**config.mk**
```make
export PLATFORM = sky130hd
export DESIGN_NAME = fetch_thread_sel
export DESIGN_NICKNAME = d
export VERILOG_FILES = /design/src/rtl/fts_pkg.sv /design/src/rtl/fts_elig.sv /design/src/rtl/fts_rr_list.sv /design/src/rtl/fts_occ_pick.sv /design/src/rtl/fetch_thread_sel.sv
export SDC_FILE = /design/constraint.sdc
export NUM_CORES = 1
export LEC_CHECK = 0
export BUFFER_PORTS_ARGS = -buffer_cell sky130_fd_sc_hd__buf_4
export CAP_MARGIN = 0
export CORE_MARGIN = 5
export CORE_UTILIZATION = 45
export CTS_CLUSTER_DIAMETER = 60
export DETAILED_ROUTE_END_ITERATION = 16
export PLACE_DENSITY = 0.72
export SLEW_MARGIN = 20
export SYNTH_ARGS = -nofsm -noshare
export SYNTH_HDL_FRONTEND = slang
export SYNTH_HIERARCHICAL = 1
export SYNTH_SLANG_ARGS = --single-unit
```
**constraint.sdc**
```tcl
create_clock -name clk -period 9.3 [get_ports clk]
set_input_delay 1.395 -clock clk [delete_from_list [all_inputs] [get_ports clk]]
set_output_delay 1.395 -clock clk [all_outputs]
set_load 0.01 [all_outputs]
```
**src/rtl/fts_pkg.sv**
```systemverilog
`timescale 1ns/1ps
package fts_pkg;

  typedef enum logic [2:0] {
    FS_RUN        = 3'd0,
    FS_IDLE       = 3'd1,
    FS_BLOCK      = 3'd2,
    FS_SQUASH     = 3'd3,
    FS_WAIT_RESP  = 3'd4,
    FS_WAIT_RETRY = 3'd5,
    FS_LINE_READY = 3'd6,
    FS_PARKED     = 3'd7
  } fstate_e;

  typedef enum logic [1:0] {
    POL_FIXED = 2'd0,
    POL_RR    = 2'd1,
    POL_IQ    = 2'd2,
    POL_LSQ   = 2'd3
  } policy_e;

  localparam int STATE_W = 3;

endpackage

```
**src/rtl/fts_elig.sv**
```systemverilog
`timescale 1ns/1ps
module fts_elig #(
  parameter int NUM_THR = 4
) (
  input  logic [fts_pkg::STATE_W*NUM_THR-1:0] thr_state,
  input  logic [NUM_THR-1:0]                  thr_active,
  output logic [NUM_THR-1:0]                  elig
);
  import fts_pkg::*;

  for (genvar g = 0; g < NUM_THR; g++) begin : g_thr
    logic [STATE_W-1:0] code;
    assign code = thr_state[g*STATE_W +: STATE_W];
    always_comb begin
      unique case (fstate_e'(code))
        FS_RUN, FS_IDLE, FS_LINE_READY: elig[g] = thr_active[g];
        default:                        elig[g] = 1'b0;
      endcase
    end
  end

endmodule

```
**src/rtl/fts_rr_list.sv**
```systemverilog
`timescale 1ns/1ps
module fts_rr_list #(
  parameter int NUM_THR = 4,
  parameter int TID_W   = 2
) (
  input  logic               clk,
  input  logic               rst_n,
  input  logic [NUM_THR-1:0] elig,
  input  logic               upd_en,
  output logic               found,
  output logic [TID_W-1:0]   pick
);

  logic [TID_W-1:0] order_q [NUM_THR];
  logic [TID_W-1:0] order_d [NUM_THR];
  logic [TID_W-1:0] hit_pos;

  // scan from the tail toward the head so the head-most hit wins
  always_comb begin
    found   = 1'b0;
    hit_pos = '0;
    pick    = '0;
    for (int p = NUM_THR - 1; p >= 0; p--) begin
      if (elig[order_q[p]]) begin
        found   = 1'b1;
        hit_pos = TID_W'(p);
        pick    = order_q[p];
      end
    end
  end

  // next order: close the gap left by the granted entry, put it last
  always_comb begin
    for (int i = 0; i < NUM_THR; i++) order_d[i] = order_q[i];
    if (upd_en && found) begin
      for (int i = 0; i < NUM_THR - 1; i++) begin
        if (i >= int'(hit_pos)) order_d[i] = order_q[i+1];
      end
      order_d[NUM_THR-1] = pick;
    end
  end

  always_ff @(posedge clk or negedge rst_n) begin
    if (!rst_n) begin
      for (int i = 0; i < NUM_THR; i++) order_q[i] <= TID_W'(i);
    end else if (upd_en) begin
      for (int i = 0; i < NUM_THR; i++) order_q[i] <= order_d[i];
    end
  end

endmodule

```
**src/rtl/fts_occ_pick.sv**
```systemverilog
`timescale 1ns/1ps
module fts_occ_pick #(
  parameter int NUM_THR = 4,
  parameter int CNT_W   = 6,
  parameter int TID_W   = 2
) (
  input  logic [NUM_THR-1:0]       elig,
  input  logic [CNT_W*NUM_THR-1:0] cnt_vec,
  output logic                     found,
  output logic [TID_W-1:0]         pick
);

  logic [CNT_W-1:0] best;

  // strict less-than keeps the earlier (lower) index on a tie
  always_comb begin
    found = 1'b0;
    pick  = '0;
    best  = '1;
    for (int i = 0; i < NUM_THR; i++) begin
      if (elig[i] && (!found || cnt_vec[i*CNT_W +: CNT_W] < best)) begin
        found = 1'b1;
        pick  = TID_W'(i);
        best  = cnt_vec[i*CNT_W +: CNT_W];
      end
    end
  end

endmodule

```
**src/rtl/fetch_thread_sel.sv**
```systemverilog
`timescale 1ns/1ps
module fetch_thread_sel #(
  parameter  int NUM_THR = 4,
  parameter  int CNT_W   = 6,
  localparam int TID_W   = (NUM_THR > 1) ? $clog2(NUM_THR) : 1
) (
  input  logic                       clk,
  input  logic                       rst_n,
  input  logic [3*NUM_THR-1:0]       thr_state,
  input  logic [NUM_THR-1:0]         thr_active,
  input  logic [CNT_W*NUM_THR-1:0]   iq_occ,
  input  logic [CNT_W*NUM_THR-1:0]   lsq_occ,
  input  logic [1:0]                 policy_sel,
  input  logic                       grant_accept,
  output logic                       sel_valid,
  output logic [TID_W-1:0]           sel_thread
);
  import fts_pkg::*;

  logic [NUM_THR-1:0] elig;
  logic               rr_found, iq_found, lsq_found, fix_valid;
  logic [TID_W-1:0]   rr_pick, iq_pick, lsq_pick;
  logic               rr_upd;

  fts_elig #(.NUM_THR(NUM_THR)) u_elig (
    .thr_state  (thr_state),
    .thr_active (thr_active),
    .elig       (elig)
  );

  assign rr_upd = grant_accept && (policy_e'(policy_sel) == POL_RR);

  fts_rr_list #(.NUM_THR(NUM_THR), .TID_W(TID_W)) u_rr (
    .clk    (clk),
    .rst_n  (rst_n),
    .elig   (elig),
    .upd_en (rr_upd),
    .found  (rr_found),
    .pick   (rr_pick)
  );

  fts_occ_pick #(.NUM_THR(NUM_THR), .CNT_W(CNT_W), .TID_W(TID_W)) u_iq (
    .elig    (elig),
    .cnt_vec (iq_occ),
    .found   (iq_found),
    .pick    (iq_pick)
  );

  fts_occ_pick #(.NUM_THR(NUM_THR), .CNT_W(CNT_W), .TID_W(TID_W)) u_lsq (
    .elig    (elig),
    .cnt_vec (lsq_occ),
    .found   (lsq_found),
    .pick    (lsq_pick)
  );

  if (NUM_THR == 1) begin : g_fix_single
    assign fix_valid = elig[0];
  end else begin : g_fix_illegal
    assign fix_valid = 1'b0;
  end

  always_comb begin
    sel_valid  = 1'b0;
    sel_thread = '0;
    unique case (policy_e'(policy_sel))
      POL_FIXED: begin sel_valid = fix_valid; sel_thread = '0;       end
      POL_RR:    begin sel_valid = rr_found;  sel_thread = rr_pick;  end
      POL_IQ:    begin sel_valid = iq_found;  sel_thread = iq_pick;  end
      POL_LSQ:   begin sel_valid = lsq_found; sel_thread = lsq_pick; end
      default:   begin sel_valid = 1'b0;      sel_thread = '0;       end
    endcase
  end

endmodule

```
==> flow_summary.yaml, run 1 <==
run_status:
  status: "finished, final reports clean"
pwr:
  power.total_mw: 0.319
  leakage_nw: 1.42
  internal_power_mw: 0.197
  power_switching_share_pct: 38.2
  irDropWorstVdd_v: 0.000109
  comb_power_share_pct: 61.2
  p_per_area_mw_per_mm2: 109
  power_frac_clock_pct: 13.1
  seqPwrFrac_pct: 25.7
  p_switching_mw: 0.122
floorplanning:
  row_count: 26
  die_w_um: 81.4
  core-area_mm2: 0.00504
  dieArea_mm2: 0.00662
  fp.dieH_um: 81.4
  io_pins: 72
  initial_core_util_pct: 45.5
sta:
  max-slew-margin-rel_pct: 65.6
  period_share_pct: 91.1
  fin_crit_ps: 8470
  setup_violations: 0
  maxSlewViolCount: 0
  setup-tns-final_ps: 0
  max_freq_mhz: 118
  worstMarginPinSlew_ps: 516
  finClkSkew_ps: 5.14
  hold_viol: 0
  rsz0062_at_grt: "false"
finish:
  largest_register_ffs: 8
  layout_commonest_cell: "buf_4"
  mostFrequentLayoutCells: "74 x buf_4, 26 x ha_1, 16 x inv_1"
  diodes: 0
  area_delta_synth_final_pct: 27.2
  drive_gt1_share_pct: 39.8
  largestRegisters: "u_rr/order_q (8)"
  stdcell_area_mm2: 0.00292
  largest_register: "u_rr/order_q"
  fin_nets: 415
run:
  max-cap-violations: 0
yosys:
  synth_edf_count: 0
  async_flop_share_pct: 100
  avgSynthCellArea_um2: 9.21
  yosysSeqAreaShare_pct: 8.95
  synth_cells: 249
  netlist_area_mm2: 0.00229
  yosysWarnings: 6
  ys.flop_type: "dfstp_2"
  ys_types: 54
  syn_nets: 344
  ys_ff_latch: 8
clock_tree:
  cts_tree: "yes"
  clk_latency_ps: 230
  cts_made_buffers: 3
  clkSinkCount: 8
  ctsHoldBuffers: 0
  clkTransAtPathRegs_ps: 40
  clockBufferDepth: 2
  post_cts_resize_count: 0
  postCtsSetupRepairBufs: 0
  cts-root-buf: "clkbuf_8"
  htreeDepth: 1
global_routing:
  grtUsageTotal_pct: 17.1
  antenna_found_initial: 0
  overflow: 0
  grt_pass1_vias: 2140
  grt_max_degree: 17
  grt_pass1_wl_um: 9230
drt:
  drtIter0Drc: 58
  first_pass_iters: 4
  final_antenna_net_count: 0
  drcViolationCount: 0
  avgRoutedWirePerCell_um: 14.8
  vias: 2167
  viasPerCell: 5.57
  wl_um: 5760
placed_design:
  port_buffers: 71
  hpwlAfterDp_um: 4890
  placed_area_mm2: 0.00287
  gp_congestion: 0.836
setup_path:
  critPathSlowestCell: "mux2_2"
  cpMostUsedCell: "o21a_1"
  worstSetupStartpointType: "primary input"
  reg2reg_slack_ps: 7170
  cp-end-kind: "output pin"
  worstSetupPathType: "in -> out"
  cp.required_ps: 7910
  cp.arrival_ps: 7080
  critPathMaxStageDelay_ps: 380
  path_max_fanout: 8
hold_path:
  worstHoldPathType: "reg -> reg"
-- worst max-delay path: cells and delay by family --
kind                     cells  cell delay [ps]
AND/OR/NAND/NOR              5              760
buffers and inverters        2              250
multiplexers                 4             1090
adder cells (fa/ha/maj)      3              920
AO/OA/AOI/OAI               12             2640
-- routing by layer --
metal | part of all wire, % | global-route usage, %
met4 | 0.10 | 3.04
met2 | 50 | 31.2
met5 | 0 | 0
met3 | 4.9 | 1.44
met1 | 45 | 21.9
-- path summary, 6_finish.rpt --
path / to / cells past startpoint / start
max: sel_thread[0] / 26 / thr_state[1]
min: u_rr/order_q[0] / 2 / u_rr/order_q[0]
max reg2reg: u_rr/order_q[2] / 4 / u_rr/order_q[4]
min reg2reg: u_rr/order_q[0] / 2 / u_rr/order_q[0]
max in group asynchronous: u_rr/order_q[1] / 1 / rst_n
min in group asynchronous: u_rr/order_q[7] / 1 / rst_n
-- cell families after synthesis --
| group | share of synthesized area (%) |
|---|---|
| AND/OR/NAND/NOR | 21.8 |
| multiplexers | 24.3 |
| adder cells (fa/ha/maj) | 14.2 |
| flip-flops | 8.95 |
| AO/OA/AOI/OAI | 25.3 |
| buffers and inverters | 5.40 |
-- metrics by stage --
stage	worst slack [ps]	hold WS, ps	std cells	util [%]
4_1_cts	792	537	389	57.9
6_report	828	540	389	57.9
2_1_floorplan	1370	490	249	-
3_3_place_gp	912	537	385	57.0
5_1_grt	426	556	389	57.9
3_5_place_dp	799	531	385	57.0
-- synth_stat cells, drive strengths merged, types with 3 or more instances --
| library cell | number | area share [%] |
|---|---|---|
| and2b | 9 | 3.0 |
| and3b | 5 | 1.9 |
| o21a | 12 | 3.9 |
| mux2i | 10 | 4.4 |
| a21oi | 3 | 0.65 |
| dfstp | 4 | 4.6 |
| inv | 16 | 2.6 |
| nor3b | 7 | 2.5 |
| nor2 | 13 | 2.1 |
| a211oi | 6 | 2.0 |
| dfrtp | 4 | 4.4 |
| o211ai | 3 | 2.2 |
| o22ai | 5 | 1.4 |
| nand2b | 13 | 3.5 |
| buf | 7 | 2.6 |
| mux2 | 29 | 16 |
| a22o | 5 | 2.0 |
| a21boi | 4 | 1.3 |
| nand2 | 14 | 2.3 |
| o21ai | 8 | 3.2 |
| a2111oi | 3 | 1.4 |
| nor3 | 7 | 1.5 |
| nor2b | 3 | 0.82 |
| and2 | 4 | 1.1 |
| mux4 | 4 | 3.9 |
| ha | 26 | 14 |
-- power by group through the flow --
stage	clock network, mW	registers, mW	logic (mW)
after floorplan	0	0.0689	0.154
after global placement	0	0.0813	0.193
after detailed placement	0	0.0820	0.196
after CTS	0.0433	0.0818	0.196
after global routing	0.0448	0.0863	0.215
final	0.0418	0.0821	0.195
-- cell type report --
cell class / count / area [µm²]
Timing Repair Buffer: 74 / 556
Sequential cell: 8 / 205
Tap cell: 70 / 87.6
Fill cell: 498 / 2120
Multi-Input combinational cell: 217 / 1960
Inverter: 16 / 60.1
Clock buffer: 4 / 45.0
Power figures use the tool's default switching activity.
==> run 2: changes to the inputs <==
Settings changed: BUFFER_PORTS_ARGS -buffer_cell sky130_fd_sc_hd__buf_4 to not set, CTS_CLUSTER_DIAMETER 60 to not set, DONT_BUFFER_PORTS set to 1, PLACE_DENSITY 0.72 to not set.
==> flow_summary.yaml, run 2 (synthesis results as in run 1) <==
placed_design:
  hpwlAfterDp_um: 4470
  port_buffers: 0
  placed_area_mm2: 0.00233
  place_ws_ps: 897
  gp_congestion: 0.826
pwr:
  power_switching_share_pct: 39.4
  leakage_nw: 1.07
  p_switching_mw: 0.115
  power_frac_clock_pct: 14.7
  internal_power_mw: 0.176
  irDropWorstVdd_v: 0.000108
  power.total_mw: 0.290
  p_per_area_mw_per_mm2: 122
  seqPwrFrac_pct: 28.6
  comb_power_share_pct: 56.7
sta:
  max-slew-margin-rel_pct: 50.3
  maxSlewViolCount: 0
  max_freq_mhz: 119
  fin_crit_ps: 8410
  setup_violations: 0
  hold_viol: 0
  rsz0062_at_grt: "false"
  finClkSkew_ps: 2.58
  setup-tns-final_ps: 0
  worstMarginPinSlew_ps: 746
  period_share_pct: 90.4
  layout_setup_ws_ps: 891
global_routing:
  grt_max_degree: 18
  grtUsageTotal_pct: 16.3
  grt_pass1_wl_um: 8630
  antenna_found_initial: 1
  overflow: 0
  grt_pass1_vias: 1905
run_status:
  status: "finished, final reports clean"
clock_tree:
  htreeDepth: 1
  cts_made_buffers: 3
  post_cts_resize_count: 0
  postCtsSetupRepairBufs: 0
  clk_latency_ps: 230
  cts-root-buf: "clkbuf_8"
  clockBufferDepth: 2
  cts_tree: "yes"
  ctsHoldBuffers: 0
  clkSinkCount: 8
  clkTransAtPathRegs_ps: 40
finish:
  mostFrequentLayoutCells: "26 x ha_1, 16 x inv_1, 14 x mux2_2, 14 x nand2_1"
  multiInputGateArea_mm2: 0.00196
  largestRegisters: "u_rr/order_q (8)"
  fin_nets: 343
  largest_register: "u_rr/order_q"
  seq_area_um2: 205
  largest_register_ffs: 8
  area_delta_synth_final_pct: 3.76
  n_fill_cell: 499
  layout_commonest_cell: "ha_1"
  drive_gt1_share_pct: 22.3
  stdcell_area_mm2: 0.00238
setup_path:
  reg2reg_depth: 4
  worstSetupStartpointType: "primary input"
  cp-end-kind: "output pin"
  cp.arrival_ps: 7010
  cp.required_ps: 7910
  worstSetupPathType: "in -> out"
  path_max_fanout: 8
drt:
  avgRoutedWirePerCell_um: 16.7
  final_antenna_net_count: 0
  vias: 1899
  drtIter0Drc: 48
  drcViolationCount: 0
  viasPerCell: 5.97
  wl_um: 5300
  first_pass_iters: 4
run:
  max-cap-violations: 0
floorplanning:
  initial_core_util_pct: 45.5
  core-area_mm2: 0.00504
  die_w_um: 81.4
  dieArea_mm2: 0.00662
  io_pins: 72
  fp.dieH_um: 81.4
  row_count: 26
hold_path:
  worstHoldPathType: "reg -> reg"
  hold_depth: 2
run 2: changes by cell type in the layout (fill, tap and decap cells not counted):
| cell | previous run | this run |
|---|---|---|
| buf_4 | 74 | 2 |
| diode_2 | 0 | 1 |
run 2: final timing paths:
kind	startpoint	end	slack [ps]
max in group asynchronous	rst_n	u_rr/order_q[0]	8270
min reg2reg	u_rr/order_q[0]	u_rr/order_q[0]	540
min	u_rr/order_q[0]	u_rr/order_q[0]	540
max reg2reg	u_rr/order_q[4]	u_rr/order_q[2]	7180
max	thr_state[1]	sel_thread[0]	890
min in group asynchronous	rst_n	u_rr/order_q[5]	860
run 2: power groups by stage:
stage,sequential (mW),clock [mW],combinational (mW)
final,0.0831,0.0427,0.165
after global routing,0.0862,0.0468,0.183
after CTS,0.0830,0.0440,0.166
after detailed placement,0.0836,0,0.165
after global placement,0.0826,0,0.164
after floorplan,0.0689,0,0.154
run 2: metal layers:
layer | GRT usage [%] | vias up | share of wire (%)
met2 | 28.3 | 53 | 48
met5 | 0 | - | 0
met1 | 20.0 | 891 | 43
li1 | - | 946 | -
met4 | 5.07 | 0 | 1.6
met3 | 3.33 | 9 | 7.4
run 2: final cells by class:
cell class	instances	share of cell area (%)
well taps	70	3.68
repair buffers	2	0.631
clock buffers	4	1.89
multi-input cells	217	82.5
flip-flops and latches	8	8.62
inverters	16	2.52
diodes	1	0.105
run 2: worst max-delay path, stage by stage:
cell and delay (ps):
and3b_1 160, o21a_1 270, and2b_1 220, ha_1 300, a21o_1 200, o221a_4 250
o21ai_4 280, mux2_2 390, ha_1 290, a211oi_1 310, o21a_1 190, and3_1 140
o21a_1 110, a311o_1 390, mux2_4 350, ha_1 290, a21oi_1 150, nor2_1 70
a2111oi_0 450, o21a_1 210, a31oi_1 60, mux2i_1 160, mux2_2 170, a22o_1 190
run 2: per-stage QoR:
stage	instances	hold slack [ps]	utilization [%]
final	318	536	47.2
after global routing	318	546	47.2
after CTS	317	533	47.1
after detailed placement	313	526	46.3
after global placement	313	537	46.3
after floorplan	249	490	-
